## src/rtl/irq_rf_pkg.sv

```systemverilog
package irq_rf_pkg;
  localparam logic [7:0]  SEL_OFF   = 8'h00;
  localparam logic [7:0]  WIN_OFF   = 8'h10;
  localparam logic [7:0]  IX_ID     = 8'h00;
  localparam logic [7:0]  IX_VER    = 8'h01;
  localparam logic [7:0]  IX_ARB    = 8'h02;
  localparam logic [7:0]  IX_ENT0   = 8'h10;
  localparam logic [31:0] LO_RO_MSK = 32'h0000_5000; // status bits 14 and 12
  localparam logic [63:0] ENT_RST   = 64'h0000_0000_0001_0000;
  localparam logic [2:0]  ACC_BYTES = 3'd4;
endpackage

```

## src/rtl/irq_rf_decode.sv

```systemverilog
module irq_rf_decode #(
  parameter int NUM_ENT = 24,
  parameter int IDX_W   = $clog2(NUM_ENT)
) (
  input  logic [7:0]       ix_i,
  output logic             hit_id_o,
  output logic             hit_ver_o,
  output logic             hit_arb_o,
  output logic             hit_ent_o,
  output logic [IDX_W-1:0] ent_idx_o,
  output logic             ent_hi_o
);
  import irq_rf_pkg::*;
  localparam int ENT_LAST = int'(IX_ENT0) + 2*NUM_ENT - 1;

  logic [7:0] rel;

  always_comb begin
    rel       = ix_i - IX_ENT0;
    hit_id_o  = (ix_i == IX_ID);
    hit_ver_o = (ix_i == IX_VER);
    hit_arb_o = (ix_i == IX_ARB);
    hit_ent_o = (ix_i >= IX_ENT0) && (int'(ix_i) <= ENT_LAST);
    ent_idx_o = rel[IDX_W:1];
    ent_hi_o  = ix_i[0];
  end
endmodule

```

## src/rtl/irq_rf_entry_bank.sv

```systemverilog
module irq_rf_entry_bank #(
  parameter int NUM_ENT = 24,
  parameter int IDX_W   = $clog2(NUM_ENT)
) (
  input  logic               clk_i,
  input  logic               rst_ni,
  input  logic               wr_en_i,
  input  logic [IDX_W-1:0]   wr_idx_i,
  input  logic               wr_hi_i,
  input  logic [31:0]        wr_data_i,
  input  logic [IDX_W-1:0]   rd_idx_i,
  input  logic               rd_hi_i,
  output logic [31:0]        rd_data_o,
  output logic [NUM_ENT-1:0] in_use_o
);
  import irq_rf_pkg::*;

  logic [63:0] ent_q [NUM_ENT];

  for (genvar i = 0; i < NUM_ENT; i++) begin : g_ent
    logic sel_w;
    assign sel_w = wr_en_i && (wr_idx_i == IDX_W'(i));

    always_ff @(posedge clk_i or negedge rst_ni) begin
      if (!rst_ni) begin
        ent_q[i]    <= ENT_RST;
        in_use_o[i] <= 1'b0;
      end else if (sel_w) begin
        in_use_o[i] <= 1'b1;
        if (wr_hi_i) ent_q[i][63:32] <= wr_data_i;
        else         ent_q[i][31:0]  <= (wr_data_i & ~LO_RO_MSK) | (ent_q[i][31:0] & LO_RO_MSK);
      end
    end

    assert_ro_bits_kept_R7: assert property (@(posedge clk_i) disable iff (!rst_ni)
      (sel_w && !wr_hi_i) |=> ($stable(ent_q[i][12]) && $stable(ent_q[i][14])));
  end

  always_comb begin
    rd_data_o = '0;
    for (int i = 0; i < NUM_ENT; i++)
      if (rd_idx_i == IDX_W'(i))
        rd_data_o = rd_hi_i ? ent_q[i][63:32] : ent_q[i][31:0];
  end

  assert_in_use_sticky_R9: assert property (@(posedge clk_i) disable iff (!rst_ni)
    ($past(in_use_o) & ~in_use_o) == '0);
endmodule

```

## src/rtl/irq_route_regfile.sv

```systemverilog
module irq_route_regfile #(
  parameter int          NUM_ENT = 24,
  parameter logic [7:0]  VER_ID  = 8'h11,
  localparam int         IDX_W   = $clog2(NUM_ENT)
) (
  input  logic               clk_i,
  input  logic               rst_ni,
  input  logic               req_valid_i,
  input  logic               req_write_i,
  input  logic [7:0]         req_addr_i,
  input  logic [2:0]         req_size_i,
  input  logic [31:0]        req_wdata_i,
  output logic               rsp_valid_o,
  output logic [31:0]        rsp_rdata_o,
  output logic               wr_err_o,
  output logic               upd_valid_o,
  output logic [IDX_W-1:0]   upd_idx_o,
  output logic [NUM_ENT-1:0] in_use_o
);
  import irq_rf_pkg::*;
  localparam logic [31:0] VER_WORD = {8'h00, 8'(NUM_ENT-1), 8'h00, VER_ID};

  logic [31:0]      sel_q;
  logic [3:0]       id_q;
  logic             acc_ok, at_sel, at_win, wr_sel, wr_win, rd_go;
  logic             hit_id, hit_ver, hit_arb, hit_ent, ent_hi;
  logic [IDX_W-1:0] ent_idx;
  logic [31:0]      ent_rd, win_val, rd_next;

  assign acc_ok = req_valid_i && (req_size_i == ACC_BYTES);
  assign at_sel = (req_addr_i == SEL_OFF);
  assign at_win = (req_addr_i == WIN_OFF);
  assign wr_sel = acc_ok && req_write_i && at_sel;
  assign wr_win = acc_ok && req_write_i && at_win;
  assign rd_go  = acc_ok && !req_write_i;

  irq_rf_decode #(.NUM_ENT(NUM_ENT), .IDX_W(IDX_W)) u_dec (
    .ix_i     (sel_q[7:0]),
    .hit_id_o (hit_id),
    .hit_ver_o(hit_ver),
    .hit_arb_o(hit_arb),
    .hit_ent_o(hit_ent),
    .ent_idx_o(ent_idx),
    .ent_hi_o (ent_hi)
  );

  irq_rf_entry_bank #(.NUM_ENT(NUM_ENT), .IDX_W(IDX_W)) u_bank (
    .clk_i    (clk_i),
    .rst_ni   (rst_ni),
    .wr_en_i  (wr_win && hit_ent),
    .wr_idx_i (ent_idx),
    .wr_hi_i  (ent_hi),
    .wr_data_i(req_wdata_i),
    .rd_idx_i (ent_idx),
    .rd_hi_i  (ent_hi),
    .rd_data_o(ent_rd),
    .in_use_o (in_use_o)
  );

  always_comb begin
    win_val = '0;
    if (hit_id || hit_arb) win_val = {4'h0, id_q, 24'h0};
    else if (hit_ver)      win_val = VER_WORD;
    else if (hit_ent)      win_val = ent_rd;
    rd_next = at_sel ? sel_q : (at_win ? win_val : 32'h0);
  end

  always_ff @(posedge clk_i or negedge rst_ni) begin
    if (!rst_ni) begin
      sel_q       <= '0;
      id_q        <= '0;
      rsp_valid_o <= 1'b0;
      rsp_rdata_o <= '0;
      wr_err_o    <= 1'b0;
      upd_valid_o <= 1'b0;
      upd_idx_o   <= '0;
    end else begin
      rsp_valid_o <= rd_go;
      if (rd_go) rsp_rdata_o <= rd_next;
      if (wr_sel) sel_q <= req_wdata_i;
      if (wr_win && hit_id) id_q <= req_wdata_i[27:24];
      wr_err_o    <= wr_win && hit_ver && (req_wdata_i != '0);
      upd_valid_o <= wr_win && hit_ent;
      if (wr_win && hit_ent) upd_idx_o <= ent_idx;
    end
  end

  assert_bad_size_drop_R2: assert property (@(posedge clk_i) disable iff (!rst_ni)
    (req_valid_i && req_size_i != ACC_BYTES) |=> (!rsp_valid_o && !upd_valid_o && !wr_err_o));

  assert_no_rsp_on_write_R11: assert property (@(posedge clk_i) disable iff (!rst_ni)
    (req_valid_i && req_write_i) |=> !rsp_valid_o);

  assert_ver_err_R5: assert property (@(posedge clk_i) disable iff (!rst_ni)
    (acc_ok && req_write_i && at_win && sel_q[7:0] == IX_VER && req_wdata_i != '0) |=> wr_err_o);

  assert_upd_marks_use_R9: assert property (@(posedge clk_i) disable iff (!rst_ni)
    upd_valid_o |-> (int'(upd_idx_o) < NUM_ENT && in_use_o[upd_idx_o]));

  assert_id_field_only_R4: assert property (@(posedge clk_i) disable iff (!rst_ni)
    (rd_go && at_win && (sel_q[7:0] == IX_ID || sel_q[7:0] == IX_ARB))
      |=> (rsp_rdata_o[31:28] == 4'h0 && rsp_rdata_o[23:0] == 24'h0));
endmodule

```

## config.mk

```make
export PLATFORM = sky130hd
export DESIGN_NAME = irq_route_regfile
export DESIGN_NICKNAME = d
export VERILOG_FILES = /design/src/rtl/irq_rf_pkg.sv /design/src/rtl/irq_rf_decode.sv /design/src/rtl/irq_rf_entry_bank.sv /design/src/rtl/irq_route_regfile.sv
export SDC_FILE = /design/constraint.sdc
export NUM_CORES = 2
export LEC_CHECK = 0
export ABC_CLOCK_PERIOD_IN_PS = 3800
export CAP_MARGIN = 20
export CORE_ASPECT_RATIO = 0.8
export CORE_MARGIN = 1
export CORE_UTILIZATION = 45
export DETAILED_ROUTE_END_ITERATION = 10
export DONT_BUFFER_PORTS = 1
export PLACE_DENSITY = 0.58
export RECOVER_POWER = 100
export SYNTH_ARGS = -nofsm -noshare
export SYNTH_HDL_FRONTEND = slang
export SYNTH_SLANG_ARGS = --single-unit
export TNS_END_PERCENT = 20
```

## constraint.sdc

```tcl
create_clock -name clk_i -period 3.8 [get_ports clk_i]
set_clock_uncertainty 0.05 [all_clocks]
set_input_delay 0.57 -clock clk_i [delete_from_list [all_inputs] [get_ports clk_i]]
set_output_delay 0.57 -clock clk_i [all_outputs]
set_load 0.01 [all_outputs]
```

==> summary by stage <==
Outcome
The flow ran to the end, but the final reports show violations. The checks that failed: capacitance limit, slew limit.

Timing
Counting I/O delays and the setup requirement, the final critical path takes 3.77 ns. Summed over all failing endpoints, the final setup total negative slack is 0 ns. Setup slack on the critical path of the routed design comes to between 0.02 and 0.03 ns.

Setup repair after global routing left no endpoint under its margin. In the finished design, the share of the clock period the worst path needs comes to 0.993. Setup violations remaining at the end of the flow were counted as 0. The count of final max-slew check failures is 303. Static timing analysis puts the maximum clock frequency at 265 MHz. Headroom to the max-slew limit came out at -0.188.

The pin slew with the least headroom to its limit is 1.78 ns. Across all hold checks on the routed design, the worst slack comes to 0.0664 ns. The total count of hold-check failures in the final report is 0.

Placed design
The weighted congestion at the end of routability-driven global placement is around 0.86. The number of port buffers is 0. Counting tap cells, the placed design contains a total of 7581 instances. The worst slack at placement is roughly 0.15 ns. The sum of net half-perimeters after detailed placement is 148000 um.

Synthesis
Among all flip-flop cells after synthesis, the most frequent one is dfrtp_1. The share of synthesized area in the top cell type comes to 0.525. For this run, the register share of the synthesized area comes to 0.533. The synthesized flop and latch total is 1588. The largest total area in the synthesized netlist belongs to dfrtp_1. In this run, distinct cell masters in the synthesized netlist total 82. Yosys attributes the largest share of cell area to dfrtp_1 52%, mux2_2 14%, mux2_1 11%.

The summed instance area of the synthesized netlist is 74600 sq um. Synthesis handed over a netlist of around 5600 instances. The commonest cells after synthesis are 1564 x dfrtp_1, 899 x mux2_2, 732 x mux2_1. For this run, asynchronously set or reset flops after synthesis account for 1.00. Dividing the synthesized area by the synthesized cell count gives between 10 and 15 sq um. The net count after synthesis is 5646. The number of flops mapped to enable cells by yosys is 0. The total of warnings raised by yosys is 0. Among all cell types in the netlist, the one instantiated most often is dfrtp_1.

Power and ir drop
IR analysis of the VDD net gives a maximum drop of 484 uV. The leakage power figure is 44.5 nW. Dividing total power by cell area gives a power density of 411 nW/um^2.

Routing
The post-route antenna net violation count is 0. The detailed-router iteration count before antenna repair is 6. The aggregate routed wire length is around 230000 um. Detailed routing inserted a total of 47919 vias. The routed length per placed instance is 29.0 um. After detailed routing, the number of remaining DRC violations is 0. Dividing the detail-routed via count by the number of cells gives 6.05. The detailed router finished its first iteration with 3842 violations.

Setup path
The delay of the slowest cell on the worst path is 0.55 ns. The dominant cell type by count on the critical path is buf_4. In this run the worst path has a maximum fanout of 15. Setup slack on the worst reg-to-reg path comes out at 0.03 ns.

The capturing point of the worst reg2reg path is rsp_rdata_o[26]. The type of the worst setup path is flip-flop to flip-flop. The slowest stage cell on the critical path is dfrtp_1. The kind of capture point of the worst setup path is a flip-flop. For the worst flop-to-flop path, the logic depth is 10. For the worst setup path, the data required time is 4.50 ns. The launching element type of the critical path is a flip-flop. Traced cell by cell, the critical path runs through buf_4 > and2_1 > nand2_1 > buf_4 > nor2_1 > nor3_1 > o211ai_1 > a21oi_1 > o21ai_0 > buf_4. The startpoint of the lowest-slack register-to-register path is sel_q[1]. Data on the critical path arrives at its endpoint at 4.47 ns.

Global routing
Entering global routing, the biggest net connects 153 pins. The via count of the first global-routing pass is 48962. The initial antenna violation count is 7. The first global-routing pass estimated 346000 um of wire.

The total routing usage reported by global routing is 0.278. For met2 alone, demand over resource in global routing was 0.410. The total congestion overflow is 0.

In the global route stage, met3 resource usage came out at 0.0422. The global routing usage on met1 is 0.419. The global routing stage identified its most utilized layer as met1.

Cells and area
Leaving out filler cells and counting taps, the final layout contains approximately 7900. Relative to the synthesized area, the layout overhead comes to 12.2%. The share of layout cells above drive strength 1 is 0.283. The utilization after layout is 0.509. After filler insertion, the fill cell instance count of the layout stands at 14270. The number of nets in the layout is 5672.

Clock network
The clock tree from TritonCTS is yes. Clock-pin slew was measured on the worst setup and hold paths at 0.06 ns. The library cell used as clock root buffer is clkbuf_16. The insertion delay to the later sink of the worst-skew pair is 0.82 ns. The number of clock buffers added by TritonCTS is between 150 and 200. The total number of H-tree levels is 4.

The clock sink count is 1588. The clock tree buffer depth is 3.

Floorplan
After floorplanning, the core was divided into 133 placement rows. From bottom edge to top edge, the die measures 366 um. The count of pins on the block boundary is 111. In this run the horizontal extent of the chip is 457 um. The die covers 167000 sq um.

The placeable core area is 164000 sq um. For this configuration, the core starts out at a cell density of 0.453.

Run
The tool flagged a number of max-cap violations equal to 5.

Worst hold path
The tightest min-delay check is of the input port to flip-flop type. The capture endpoint of the worst hold path is sel_q[2]. The startpoint of the tightest hold check path is req_wdata_i[2]. The cell count of the worst hold path is 3.
-- sequential cells by signal (all words and copies together) (netlist names) --
name             cells
sel_q               32
wr_err_o             1
upd_valid_o          1
rsp_rdata_o         32
rsp_valid_o          1
upd_idx_o            5
u_bank.ent_q      1488
id_q                 4
u_bank.in_use_o     24
-- how the worst max path moves through the flow --
stage / from / slack [ns] / cells past startpoint / endpoint
CTS: sel_q[1] / 0.13 / 10 / rsp_rdata_o[26]
global route: sel_q[5] / 0.003 / 13 / rsp_rdata_o[2]
detailed placement: sel_q[1] / 0.15 / 10 / rsp_rdata_o[26]
floorplan: sel_q[4] / 0.74 / 14 / rsp_rdata_o[28]
finish: sel_q[1] / 0.03 / 10 / rsp_rdata_o[26]
global placement: sel_q[1] / 0.12 / 10 / rsp_rdata_o[26]
-- logic make-up after synthesis --
kind of cell,synth area share
AO/OA/AOI/OAI,0.0653
flip-flops,0.533
buffers and inverters,0.0377
adder cells (fa/ha/maj),0.000504
multiplexers,0.327
AND/OR/NAND/NOR,0.0364
-- stage by stage --
stage	total power, W	area [sq um]
6_report	0.0344	83600
3_3_place_gp	0.0181	78200
2_1_floorplan	0.0177	74600
3_5_place_dp	0.0181	78200
5_1_grt	0.0355	83600
4_1_cts	0.0348	84400
-- critical path, delay by kind of cell (launching register included) --
| family | cells | cell delay, ns |
|---|---|---|
| simple gates | 4 | 1.19 |
| flops | 1 | 0.55 |
| compound gates | 3 | 1.01 |
| buf+inv | 3 | 0.89 |
-- cell usage in the layout, fill, tap and decap left out, types with 21 or more instances in the layout --
cell type  instances
dfrtp_1         1562
mux2_2           898
mux2_1           733
mux2i_1          567
buf_4            198
a21oi_1          185
clkbuf_16        165
o21ai_0          159
nand2_1          132
nor3_1           124
o22ai_1           80
clkbuf_1          65
nor2_1            60
buf_12            57
a211oi_1          49
clkbuf_2          47
clkbuf_8          45
a22oi_1           44
a2111oi_0         31
clkbuf_4          29
clkinv_2          27
nor2b_1           26
a221oi_1          26
a21o_1            25
a31oi_1           25
dfstp_2           24
nor2_4            21
and3_1            21
-- routing by layer --
| metal | part of all wire | vias to the layer above |
|---|---|---|
| met3 | 0.055 | 301 |
| met4 | 0.029 | 4 |
| met2 | 0.44 | 1272 |
| met5 | 0.00010 | - |
| li1 | - | 20596 |
| met1 | 0.48 | 25746 |
-- final cells by class --
cell class,instances,area (sq um),area share
timing repair buffer,387,3730,0.0445
clock buffer,253,4910,0.0587
antenna,4,10.0,0.000120
multi-input combinational,3471,32000,0.382
tap,2160,2700,0.0323
sequential,1588,39800,0.476
inverter,9,33.8,0.000404
clock inverter,52,528,0.00631
-- timing repair --
item	CTS	global route
buffers inserted	0	0
hold buffers	33	0
setup endpoints to repair	0	2
endpoints found under the hold margin	1634	0
resized for setup	0	1
-- where the power goes --
group / total, W / switching (W) / internal [W]
Sequential: 0.0171 / 0.000106 / 0.0170
Clock: 0.0163 / 0.00705 / 0.00924
Combinational: 0.00103 / 0.000808 / 0.000224
Note: power is estimated with default switching activity, not from simulation.
